[config.mk]
export PLATFORM = sky130hd
export DESIGN_NAME = rz_fir_tap_gen
export DESIGN_NICKNAME = d
export VERILOG_FILES = /design/src/rtl/rz_fir_pkg.sv /design/src/rtl/rz_chip_encoder.sv /design/src/rtl/rz_tap_shifter.sv /design/src/rtl/rz_fir_tap_gen.sv
export SDC_FILE = /design/constraint.sdc
export NUM_CORES = 1
export LEC_CHECK = 0
export CAP_MARGIN = 0
export CELL_PAD_IN_SITES_DETAIL_PLACEMENT = 1
export CELL_PAD_IN_SITES_GLOBAL_PLACEMENT = 1
export CORE_MARGIN = 2
export CORE_UTILIZATION = 35
export CTS_BUF_LIST = sky130_fd_sc_hd__clkbuf_4 sky130_fd_sc_hd__clkbuf_8
export CTS_CLUSTER_SIZE = 24
export DETAILED_ROUTE_END_ITERATION = 16
export PLACE_DENSITY_LB_ADDON = 0.1
export SLEW_MARGIN = 10
export SYNTH_ARGS = -nofsm -noshare
export SYNTH_HDL_FRONTEND = slang
export SYNTH_SLANG_ARGS = --single-unit
[constraint.sdc]
create_clock -name clk_i -period 1.6 [get_ports clk_i]
set_input_delay 0.32 -clock clk_i [delete_from_list [all_inputs] [get_ports clk_i]]
set_output_delay 0.32 -clock clk_i [all_outputs]
set_load 0.01 [all_outputs]
[src/rtl/rz_fir_pkg.sv]
package rz_fir_pkg;
  localparam int unsigned CHIPS = 4;
  localparam int unsigned TAPS  = 16;

  // bit k = chip sent k-th after the strobe
  localparam logic [CHIPS-1:0] NEG_CODE = 4'b1000;
  localparam logic [CHIPS-1:0] POS_CODE = 4'b1110;

  function automatic logic [CHIPS-1:0] code_for(input logic bit_i);
    return bit_i ? POS_CODE : NEG_CODE;
  endfunction
endpackage

[src/rtl/rz_chip_encoder.sv]
module rz_chip_encoder
  import rz_fir_pkg::*;
#(
  parameter int unsigned N_CHIPS = CHIPS
) (
  input  logic clk_i,
  input  logic rst_ni,
  input  logic sample_en_i,
  input  logic sample_bit_i,
  output logic chip_o
);
  localparam int unsigned CNT_W = (N_CHIPS > 1) ? $clog2(N_CHIPS) : 1;
  localparam logic [CNT_W-1:0] LAST = CNT_W'(N_CHIPS - 1);

  logic                  run_q;
  logic [CNT_W-1:0]      cnt_q;  // index of the next chip to send
  logic [N_CHIPS-1:0]    code_q;
  logic [N_CHIPS-1:0]    code_new;
  logic                  chip_q;

  assign code_new = code_for(sample_bit_i);

  always_ff @(posedge clk_i or negedge rst_ni) begin
    if (!rst_ni) begin
      run_q  <= 1'b0;
      cnt_q  <= '0;
      code_q <= '0;
      chip_q <= 1'b0;
    end else if (sample_en_i) begin
      // strobe realigns the chip counter
      run_q  <= 1'b1;
      code_q <= code_new;
      chip_q <= code_new[0];
      cnt_q  <= CNT_W'(1);
    end else if (run_q) begin
      if (cnt_q == '0) begin
        // boundary without a sample: idle on the -1 code
        code_q <= NEG_CODE;
        chip_q <= NEG_CODE[0];
        cnt_q  <= CNT_W'(1);
      end else begin
        chip_q <= code_q[cnt_q];
        cnt_q  <= (cnt_q == LAST) ? '0 : cnt_q + CNT_W'(1);
      end
    end
  end

  assign chip_o = chip_q;
endmodule

[src/rtl/rz_tap_shifter.sv]
module rz_tap_shifter #(
  parameter int unsigned N_TAPS = 16
) (
  input  logic              clk_i,
  input  logic              rst_ni,
  input  logic              chip_i,
  output logic [N_TAPS-1:0] taps_o
);
  logic [N_TAPS-1:0] stage_q;

  for (genvar k = 0; k < N_TAPS; k++) begin : g_stage
    logic d;
    if (k == 0) begin : g_head
      assign d = chip_i;
    end else begin : g_body
      assign d = stage_q[k-1];
    end
    always_ff @(posedge clk_i or negedge rst_ni) begin
      if (!rst_ni) stage_q[k] <= 1'b0;
      else         stage_q[k] <= d;
    end
  end

  // taps come straight from flops
  assign taps_o = stage_q;
endmodule

[src/rtl/rz_fir_tap_gen.sv]
module rz_fir_tap_gen
  import rz_fir_pkg::*;
#(
  parameter int unsigned N_CHIPS = CHIPS,
  parameter int unsigned N_TAPS  = TAPS
) (
  input  logic              clk_i,
  input  logic              rst_ni,
  input  logic              sample_en_i,
  input  logic              sample_bit_i,
  output logic [N_TAPS-1:0] taps_o,
  output logic              chip_o
);
  logic chip;

  rz_chip_encoder #(.N_CHIPS(N_CHIPS)) u_enc (
    .clk_i        (clk_i),
    .rst_ni       (rst_ni),
    .sample_en_i  (sample_en_i),
    .sample_bit_i (sample_bit_i),
    .chip_o       (chip)
  );

  rz_tap_shifter #(.N_TAPS(N_TAPS)) u_shift (
    .clk_i  (clk_i),
    .rst_ni (rst_ni),
    .chip_i (chip),
    .taps_o (taps_o)
  );

  assign chip_o = chip;
endmodule

After elaboration in Yosys (flattened, before gate mapping)
Index checks and enable logic that the tools add are counted.
W data, S select, Z words.

operators by class
  $add $sub $neg = 1
  magnitude comparators = 1
  equality and inequality tests = 1
  muxes and demuxes = 13
  reductions and logical operators = 4

operators by type and width
  operator               number
  $mux W4                3
  $mux W2                4
  $mux W1                4
  $reduce_bool A2 Y1     2
  $lt A2 B3 Y1 const B   1
  $mux W3                1
  $add A2 B1 Y2 const B  1
  $bmux W1 S2            1
  $eq A2 B2 Y1 const B   1
  $logic_not A2 Y1       1
  $reduce_and A2 Y1      1

storage, ports and cells
  register bits after elaboration = 24
  input port bits = 4
  output and inout bits = 17
  word-level logic and storage cells = 40

Longest topological paths before layout
Gate-level depths: netlist of run 1.

  depth in word-level cells = 5
  depth in mapped cells = 5
  depth with buffers taken out = 5

Hierarchy
A second synthesis of run 1 with hierarchy kept.

unflattened totals
  cells, all modules = 58
  area, all modules = 793.3 sq um

by module, submodules not included
  module           instances  cells each  area each (sq um)  sequential area each (sq um)
  rz_tap_shifter   1          31          513.0              400.4
  rz_chip_encoder  1          27          280.3              150.1

Worst setup path before layout of run 1
Ideal clock, no wire load.

  kind = register to register
  start point = register u_enc.cnt_q[0]
  end point = register u_enc.cnt_q[0]
  setup time = 0.127 ns
  arrival = 1.047 ns
  required time = 1.473 ns
  path slack = 0.425 ns
  stages on the path, launching flop included = 6
  buffers on the path = 0
  clock period less this slack = 1.175 ns
  cells stage by stage = dfrtp_1 -> inv_1 -> ha_1 -> nor2_1 -> a21oi_1 -> or2_2

on the way
  word-level cells in the longest chain between the ends = 5
  elaborated cells on any way between the ends = 7
  those cells by class = add/sub: 1; eq/ne: 1; mux: 4; reduce/logical: 1

ends and longest elaborated chain
  element                                               RTL line               RTL
  from (decl)                                           rz_chip_encoder.sv:16  logic [CNT_W-1:0] cnt_q;
  from (signal assigned)                                rz_chip_encoder.sv:43  cnt_q <= (cnt_q == LAST) ? '0 : cnt_q + CNT_W'(1);
  $add A2 B1 Y2 / $eq A2 B2 Y1 (equally long branches)  rz_chip_encoder.sv:43
  $mux W2                                               rz_chip_encoder.sv:43
  $mux W2 *                                             rz_chip_encoder.sv:36  if (cnt_q == '0) begin
  $mux W2 *                                             rz_chip_encoder.sv:35  end else if (run_q) begin
  $mux W2 *                                             rz_chip_encoder.sv:29  end else if (sample_en_i) begin

Mark *: on every way between the ends. The rest lies on a longest branch, timed or not. The select of a mux whose other input is x is not followed.
A chain may end at the register's enable or synchronous reset.

Worst setup path in the final report of run 1
  start point = register u_shift.stage_q[0], in the netlist u_shift.g_stage[1].d
  end point = output port taps_o[0]

RTL lines
  element                            RTL line              RTL
  from (decl)                        rz_tap_shifter.sv:9   logic [N_TAPS-1:0] stage_q;
  from (signal, indexed assignment)  rz_tap_shifter.sv:19  if (!rst_ni) stage_q[k] <= 1'b0;
  from (signal, indexed assignment)  rz_tap_shifter.sv:20  else stage_q[k] <= d;
  to (decl)                          rz_fir_tap_gen.sv:11  output logic [N_TAPS-1:0] taps_o,

No word-level cell between the ends.

==> results.json, run 1 <==
{
  "outcome": "completed",
  "cp_top_family": "buffers and inverters",
  "netlist_area_um2": 810,
  "rrSetupSlack_ns": 0.32,
  "ff2ff_path_depth": 5,
  "ir_worst_vdd_mv": 0.682,
  "antenna_cells": 0,
  "cp-endpoint": "taps_o[0]",
  "numCtsBuffers": 3,
  "synthXorXnorAreaFrac_pct": 0,
  "dr.pass1.iters": 4,
  "avgSynthCellArea_um2": 13.3,
  "yosysSeqAreaShare_pct": 68.0,
  "rsz0062_at_grt": "no",
  "postCtsSetupBuffers": 0,
  "hpwl_um": 796,
  "timing_hold_violations_final": 0,
  "yosys.area_share.adder_pct": 3.09,
  "ant_nets": 0,
  "synth_top_family_by_area": "buffers and inverters",
  "antenna_found_initial": 0,
  "drive_above_1_share_pct": 12.7,
  "reg2reg_from": "u_enc.cnt_q[1]",
  "worstReg2RegEnd": "u_enc.cnt_q[0]",
  "hold_ws_ns": 0.362,
  "synthTopCellsByArea": "dfrtp_1, buf_4, ha_1, nand2_1, nor2_1",
  "core_um2": 2190,
  "layout_min_cycle_time_ns": 1.51,
  "p_leak_nw": 0.477,
  "setup.worst_path.start_class": "register",
  "finalWirelength_um": 1070,
  "ys_ff_latch": 22,
  "grt_pass1_vias": 430,
  "dpl_worst_slack_ns": 0.247,
  "async_flop_share_pct": 100,
  "start_util_pct": 37.0,
  "filler_cell_count": 232,
  "cp_num_cells": 1,
  "ys_warn_count": 0,
  "design_area_um2": 978,
  "synth_most_common_cell": "dfrtp_1",
  "fin_tns_setup_ns": 0,
  "clock_path_buffers": 2,
  "num_vias": 424,
  "die_h_um": 52.1,
  "clock-root-buffer": "clkbuf_4",
  "path_buf_inv": 1,
  "setup_viol": 0,
  "rows": 17,
  "place_area_um2": 940,
  "die-area_um2": 2710,
  "synth-compound-area-share_pct": 3.09,
  "grt_max_degree": 23,
  "path_clk_slew_ns": 0.11,
  "viasPerCell": 4.28,
  "power_mw": 1.21,
  "synth_top_area_cell": "dfrtp_1",
  "io_pins": 21,
  "syn-num-nets": 67,
  "clkLatencyLatePin_ns": 0.29,
  "path_cells": "clkdlybuf4s50_1",
  "htreeDepth": 1,
  "cp-end-kind": "output port",
  "arrival_ns": 1.19,
  "nNetsFinal": 78,
  "drc_errors": 0,
  "fin_ws_ns": 0.0854,
  "power.density_nw_per_um2": 1240,
  "worst_pin_slew_ns": 0.261,
  "cp_slowest_cell": "clkdlybuf4s50_1",
  "syn_inst": 61,
  "slew_viol_final": 0,
  "synth_commonest_cells": "dfrtp_1, buf_4, nand2_1, nor2_1, inv_1",
  "track_usage_pct": 9.66,
  "cts_tree": "done",
  "max_stage_delay_ns": 0.54,
  "slew_headroom_pct": 82.6,
  "synth.distinct_cells": 15,
  "clock.fmax_mhz": 660,
  "hold_class": "input pin to asynchronous set/reset pin",
  "ctsHoldBuffers": 0,
  "cp.required_ns": 1.28,
  "synth_ff_type": "dfrtp_1",
  "worstPathMaxFanout": 2,
  "cp-startpoint": "u_shift.g_stage[1].d",
  "area_growth_pct": 20.9,
  "wl_per_cell_um": 10.8,
  "cts.sinks": 22,
  "fin_skew_ns": 0.00275,
  "die_w_um": 52.1,
  "synth_edf_count": 0,
  "period_share_pct": 94.7,
  "critical_path_class": "register to output port",
  "yosys.area_share.simple_pct": 7.42,
  "drt_iter0_drc": 3,
  "synthMuxAreaShare_pct": 3.09,
  "gp_congestion": 0.715,
  "grt_pass1_wl_um": 1830,
  "port_buffers": 20,
  "overflow": 0,
  "maxCapViolCount": 0,
  "synth.top_cell.area_share_pct": 68.0
}
## layer usage
layer / global-route usage [%] / wire length (um)
met1: 10.5 / 480
met2: 15.6 / 498
met3: 3.45 / 84
met4: 6.58 / 11
met5: 0 / 0
## registers in the layout, indices dropped and copies added, names as in the netlist
signal             count
u_shift.g_stage.d     15
u_enc.cnt_q            2
u_enc.code_q           2
u_enc.chip_o           1
u_enc.run_q            1
u_shift.taps_o         1
## where the power goes
part	internal, mW	total [mW]	switching, mW
clock network	0.139	0.286	0.147
logic	0.152	0.250	0.0984
registers	0.631	0.679	0.0473
## timing repair
item / CTS / global route
endpoints found under the setup margin: 0 / 1
endpoints found under the hold margin: 0 / 0
resized for setup: 0 / 1
## kinds of logic after synthesis
group,after synthesis
AO/OA/AOI/OAI,4
adder cells (fa/ha/maj),2
buffers and inverters,18
flip-flops,22
multiplexers,2
AND/OR/NAND/NOR,13
## cell usage in the layout (no fill, tap or decap), types with 2 or more instances in the layout
cell type and instances:
dfrtp_1 22, clkdlybuf4s50_1 19, nand2_1 5, nor2_1 5, inv_1 3, clkbuf_4 3, ha_1 2
## worst min-delay path by stage
stage / slack, ns / depth (start not counted) / startpoint / end
6_report: 0.36 / 2 / rst_ni / u_shift.g_stage[9].d
5_1_grt: 0.38 / 2 / rst_ni / u_shift.taps_o[15]
4_1_cts: 0.36 / 2 / rst_ni / u_shift.g_stage[9].d
3_5_place_dp: 0.37 / 0 / u_shift.g_stage[3].d / u_shift.g_stage[4].d
3_3_place_gp: 0.36 / 0 / u_shift.g_stage[3].d / u_shift.g_stage[4].d
2_1_floorplan: 0.02 / 0 / rst_ni / u_enc.chip_o
## layout make-up
type	count	area (um^2)	area share [%]
flip-flops and latches	22	551	56.3
well taps	28	35.0	3.58
multi-input cells	21	135	13.8
inverters	3	11.3	1.15
repair buffers	21	210	21.5
clock buffers	4	36.3	3.71
## per-stage QoR
step	cells	utilization (%)
6_report	99	44.7
5_1_grt	99	44.7
4_1_cts	99	44.5
3_5_place_dp	95	42.9
3_3_place_gp	95	42.9
2_1_floorplan	61	-
Power figures use the tool's default switching activity.
==> run 2: changes to the inputs <==
==> constraint.sdc (replaced) <==
create_clock -name clk_i -period 1.6 [get_ports clk_i]
set_input_delay 0.32 -clock clk_i [delete_from_list [all_inputs] [get_ports clk_i]]
set_output_delay 0.32 -clock clk_i [all_outputs]
set_load 0.02 [all_outputs]
==> run 2 against run 1 <==
Against the previous run:
- cell count shrank 1.0%
- sequential share of layout area shrank 0.29 points
- via count grew 1.7%
- power shrank 2.6%
- sequential power is essentially flat
- utilization grew 0.23 points
- die area is the same
- clock skew grew 0.0037 ns
- critical path type unchanged
- critical endpoint is now taps_o[15]
- largest cell class unchanged
==> results.json, run 2 (synthesis gave the netlist of run 1 again) <==
{
  "outcome": "completed",
  "die_h_um": 52.1,
  "viasPerCell": 4.40,
  "die_w_um": 52.1,
  "grt_pass1_wl_um": 1850,
  "max_stage_delay_ns": 0.59,
  "ant_nets": 0,
  "grtUsageMet3_pct": 6.03,
  "cts_tree": "done",
  "finalWirelength_um": 1080,
  "cp_slowest_cell": "clkdlybuf4s50_1",
  "grtUsageMet1_pct": 11.8,
  "drc_errors": 0,
  "arrival_ns": 1.21,
  "period_share_pct": 95.6,
  "drive_above_1_share_pct": 11.4,
  "clock-root-buffer": "clkbuf_4",
  "worstReg2RegEnd": "u_enc.cnt_q[0]",
  "final_common_cell": "dfrtp_1",
  "setup.worst_path.start_class": "register",
  "grt-busiest-layer": "met2",
  "cts.sinks": 22,
  "slew_viol_final": 0,
  "drt_iter0_drc": 1,
  "p_leak_nw": 0.649,
  "numCtsBuffers": 3,
  "nNetsFinal": 78,
  "track_usage_pct": 10.1,
  "hpwl_um": 809,
  "dr.pass1.iters": 4,
  "die-area_um2": 2710,
  "path_buf_inv": 1,
  "cp_top_family": "buffers and inverters",
  "area_growth_pct": 21.5,
  "timing_hold_violations_final": 0,
  "hold_class": "input pin to asynchronous set/reset pin",
  "use_met2_pct": 14.6,
  "port_buffers": 20,
  "num_vias": 431,
  "cp-end-kind": "output port",
  "clock.fmax_mhz": 653,
  "worst_pin_slew_ns": 0.262,
  "ff2ff_path_depth": 5,
  "final_cell_mix": "dfrtp_1, dlymetal6s2s_1, nand2_1, nor2_1, dlygate4sd2_1",
  "reg2reg_from": "u_enc.cnt_q[0]",
  "antenna_found_initial": 0,
  "start_util_pct": 37.0,
  "gp_congestion": 0.710,
  "fin_tns_setup_ns": 0,
  "path_cells": "clkdlybuf4s50_1",
  "fin_skew_ns": 0.00642,
  "power.density_nw_per_um2": 1200,
  "htreeDepth": 1,
  "power_mw": 1.18,
  "worstPathMaxFanout": 1,
  "largest_register_ffs": 15,
  "cp_num_cells": 1,
  "ir_worst_vdd_mv": 0.699,
  "rsz0062_at_grt": "no",
  "critical_path_class": "register to output port",
  "wl_per_cell_um": 11.1,
  "core_um2": 2190,
  "rows": 17,
  "layout_min_cycle_time_ns": 1.53,
  "clock_path_buffers": 2,
  "rrSetupSlack_ns": 0.31,
  "overflow": 0,
  "path_clk_slew_ns": 0.10,
  "io_pins": 21,
  "setup_viol": 0,
  "grt_pass1_vias": 425,
  "antenna_cells": 0,
  "maxCapViolCount": 0,
  "clkLatencyLatePin_ns": 0.29,
  "grt_max_degree": 23,
  "slew_headroom_pct": 82.5,
  "cp.required_ns": 1.28
}
[run 2: how the worst max path moves through the flow]
stage / start / endpoint / slack, ns
2_1_floorplan: u_enc.cnt_q[0] / u_enc.cnt_q[0] / 0.43
3_3_place_gp: sample_en_i / u_enc.chip_o / 0.29
3_5_place_dp: sample_en_i / u_enc.chip_o / 0.26
4_1_cts: u_shift.g_stage[5].d / taps_o[4] / 0.004
5_1_grt: u_shift.taps_o[15] / taps_o[15] / 0.01
6_report: u_shift.taps_o[15] / taps_o[15] / 0.07
[run 2: what timing repair did]
action,in CTS,in global routing
resized for setup,5,11
hold buffers,0,0
setup endpoints to repair,5,11
setup buffers,0,0
[run 2: power breakdown]
part | internal (mW) | leakage, nW | total [mW] | switching, mW
logic | 0.132 | 0.354 | 0.281 | 0.149
clock network | 0.0876 | 0.0138 | 0.227 | 0.139
registers | 0.631 | 0.281 | 0.676 | 0.0446
[run 2: through the flow]
step | cells | hold WS, ns | area (um^2) | utilization [%] | setup slack [ns]
3_3_place_gp | 95 | 0.355 | 940 | 42.9 | 0.287
6_report | 98 | 0.357 | 983 | 44.9 | 0.0697
4_1_cts | 98 | 0.350 | 956 | 43.6 | 0.00353
2_1_floorplan | 61 | 0.0244 | 810 | - | 0.425
3_5_place_dp | 95 | 0.360 | 940 | 42.9 | 0.255
5_1_grt | 98 | 0.375 | 983 | 44.9 | 0.0128
[run 2: final cells by class]
cell class | instances | area, um^2
fillers | 235 | 1210
flip-flops and latches | 22 | 551
repair buffers | 21 | 229
multi-input cells | 21 | 135
well taps | 28 | 35.0
clock buffers | 3 | 22.5
inverters | 3 | 11.3
[run 2: per-layer routing]
metal	vias up	part of all wire [%]
met1	208	44
met4	0	2.1
met3	4	11
li1	197	-
met5	-	0
met2	22	43
==> run 3: changes to the inputs <==
--- a/config.mk
+++ b/config.mk
@@ -9,11 +9,12 @@
 export CELL_PAD_IN_SITES_DETAIL_PLACEMENT = 1
 export CELL_PAD_IN_SITES_GLOBAL_PLACEMENT = 1
 export CORE_MARGIN = 2
-export CORE_UTILIZATION = 35
+export CORE_UTILIZATION = 39
 export CTS_BUF_LIST = sky130_fd_sc_hd__clkbuf_4 sky130_fd_sc_hd__clkbuf_8
 export CTS_CLUSTER_SIZE = 24
 export DETAILED_ROUTE_END_ITERATION = 16
 export PLACE_DENSITY_LB_ADDON = 0.1
+export SKIP_CTS_REPAIR_TIMING = 1
 export SLEW_MARGIN = 10
 export SYNTH_ARGS = -nofsm -noshare
 export SYNTH_HDL_FRONTEND = slang
==> run 3 against run 2 <==
Against the previous run:
- wire length rose by 9.1%
- count of clock-buffer cells in the layout unchanged
- sequential power about the same
- first-iteration DRC count increased by 100%
- cell area increased by 2.0%
- combinational power is 4% higher
- power rose by 0.83%
- die area down 9.5%
- clock skew is 0.0033 ns higher
- critical path depth up 4
- flip-flop and latch count stayed put
==> results.json, run 3 (synthesis gave the netlist of run 1 again) <==
{
  "path_clk_slew_ns": 0.10,
  "cts_tree": "done",
  "clkLatencyLatePin_ns": 0.30,
  "final_util_pct": 51.1,
  "outcome": "completed",
  "layout_min_cycle_time_ns": 1.28,
  "fin_skew_ns": 0.00976,
  "antenna_found_initial": 0,
  "fin_ws_ns": 0.325,
  "rrSetupSlack_ns": 0.32,
  "track_usage_pct": 11.8,
  "setup.worst_path.start_class": "register",
  "gp_congestion": 0.655,
  "finalWirelength_um": 1180,
  "fin_tns_setup_ns": 0,
  "cts.sinks": 22,
  "drt_iter0_drc": 2,
  "cp-end-kind": "register",
  "worst_pin_slew_ns": 0.260,
  "htreeDepth": 1,
  "hold_class": "input pin to asynchronous set/reset pin",
  "critical_path_class": "register to register",
  "final_cell_mix": "dfrtp_1, dlymetal6s2s_1, nand2_1, nor2_1",
  "nNetsFinal": 78,
  "power.density_nw_per_um2": 1190,
  "drc_errors": 0,
  "worstReg2RegEnd": "u_enc.cnt_q[0]",
  "slew_viol_final": 0,
  "rows": 16,
  "port_buffers": 20,
  "drive_above_1_share_pct": 11.4,
  "clock-root-buffer": "clkbuf_4",
  "dpl_worst_slack_ns": 0.221,
  "ant_nets": 0,
  "grt_pass1_wl_um": 2000,
  "grt_pass1_vias": 444,
  "reg2reg_from": "u_enc.cnt_q[0]",
  "rsz0062_at_grt": "no",
  "wl_per_cell_um": 12.2,
  "die_h_um": 49.6,
  "setup_viol": 0,
  "clock.fmax_mhz": 784,
  "cp.required_ns": 1.79,
  "power_mw": 1.19,
  "cp-startpoint": "u_enc.cnt_q[0]",
  "grt_max_degree": 23,
  "clock_path_buffers": 2,
  "ir_worst_vdd_mv": 0.706,
  "ff2ff_path_depth": 5,
  "antenna_cells": 0,
  "num_vias": 432,
  "dr.pass1.iters": 2,
  "core_um2": 1960,
  "p_leak_nw": 0.726,
  "overflow": 0,
  "io_pins": 21,
  "worstPathMaxFanout": 4,
  "start_util_pct": 41.3,
  "timing_hold_violations_final": 0,
  "numCtsBuffers": 3,
  "slew_headroom_pct": 82.7,
  "final_common_cell": "dfrtp_1",
  "die_w_um": 49.6,
  "arrival_ns": 1.47,
  "viasPerCell": 4.45,
  "maxCapViolCount": 0,
  "die-area_um2": 2460,
  "largest_register_ffs": 15,
  "area_growth_pct": 24.0,
  "hpwl_um": 853,
  "period_share_pct": 79.7
}
==> run 3: worst max-delay path, cell delays in order (launching register included) <==
cell and delay, ns:
dfrtp_1 0.41, inv_1 0.08, ha_1 0.24, nor2_1 0.11, a21oi_1 0.06, or2_2 0.27
==> run 3: cell type report <==
class,count,area [um^2]
flip-flops and latches,22,551
clock buffers,3,22.5
well taps,27,33.8
inverters,3,11.3
repair buffers,21,250
multi-input cells,21,135
fillers,215,958
==> run 3: per-layer routing <==
layer  global-route usage (%)  part of all wire (%)  routed length, um
met1                     12.0                    40                468
met2                     18.0                    50                594
met3                     6.67                   6.9                 82
met4                     8.33                   3.2                 38
met5                        0                     0                  0
==> run 3: worst max path at each step <==
| stage | slack, ns | cells past startpoint | end |
|---|---|---|---|
| finish | 0.32 | 5 | u_enc.cnt_q[0] |
| global route | 0.25 | 5 | u_enc.cnt_q[0] |
| CTS | -0.04 | 1 | chip_o |
| detailed placement | 0.22 | 3 | u_enc.chip_o |
| global placement | 0.29 | 3 | u_enc.chip_o |
| floorplan | 0.43 | 5 | u_enc.cnt_q[0] |
==> run 3: report_power, final <==
part,internal (mW),switching (mW)
Clock,0.0877,0.138
Sequential,0.631,0.0439
Combinational,0.140,0.152
Total,0.859,0.334
==> run 3: per-stage QoR <==
step                      hold WS, ns  std cells  area [um^2]
after detailed placement        0.362         94          938
after CTS                       0.350         97          961
after global routing            0.376         97         1000
after global placement          0.360         94          938
after floorplan                0.0244         61          810
final                           0.359         97         1000
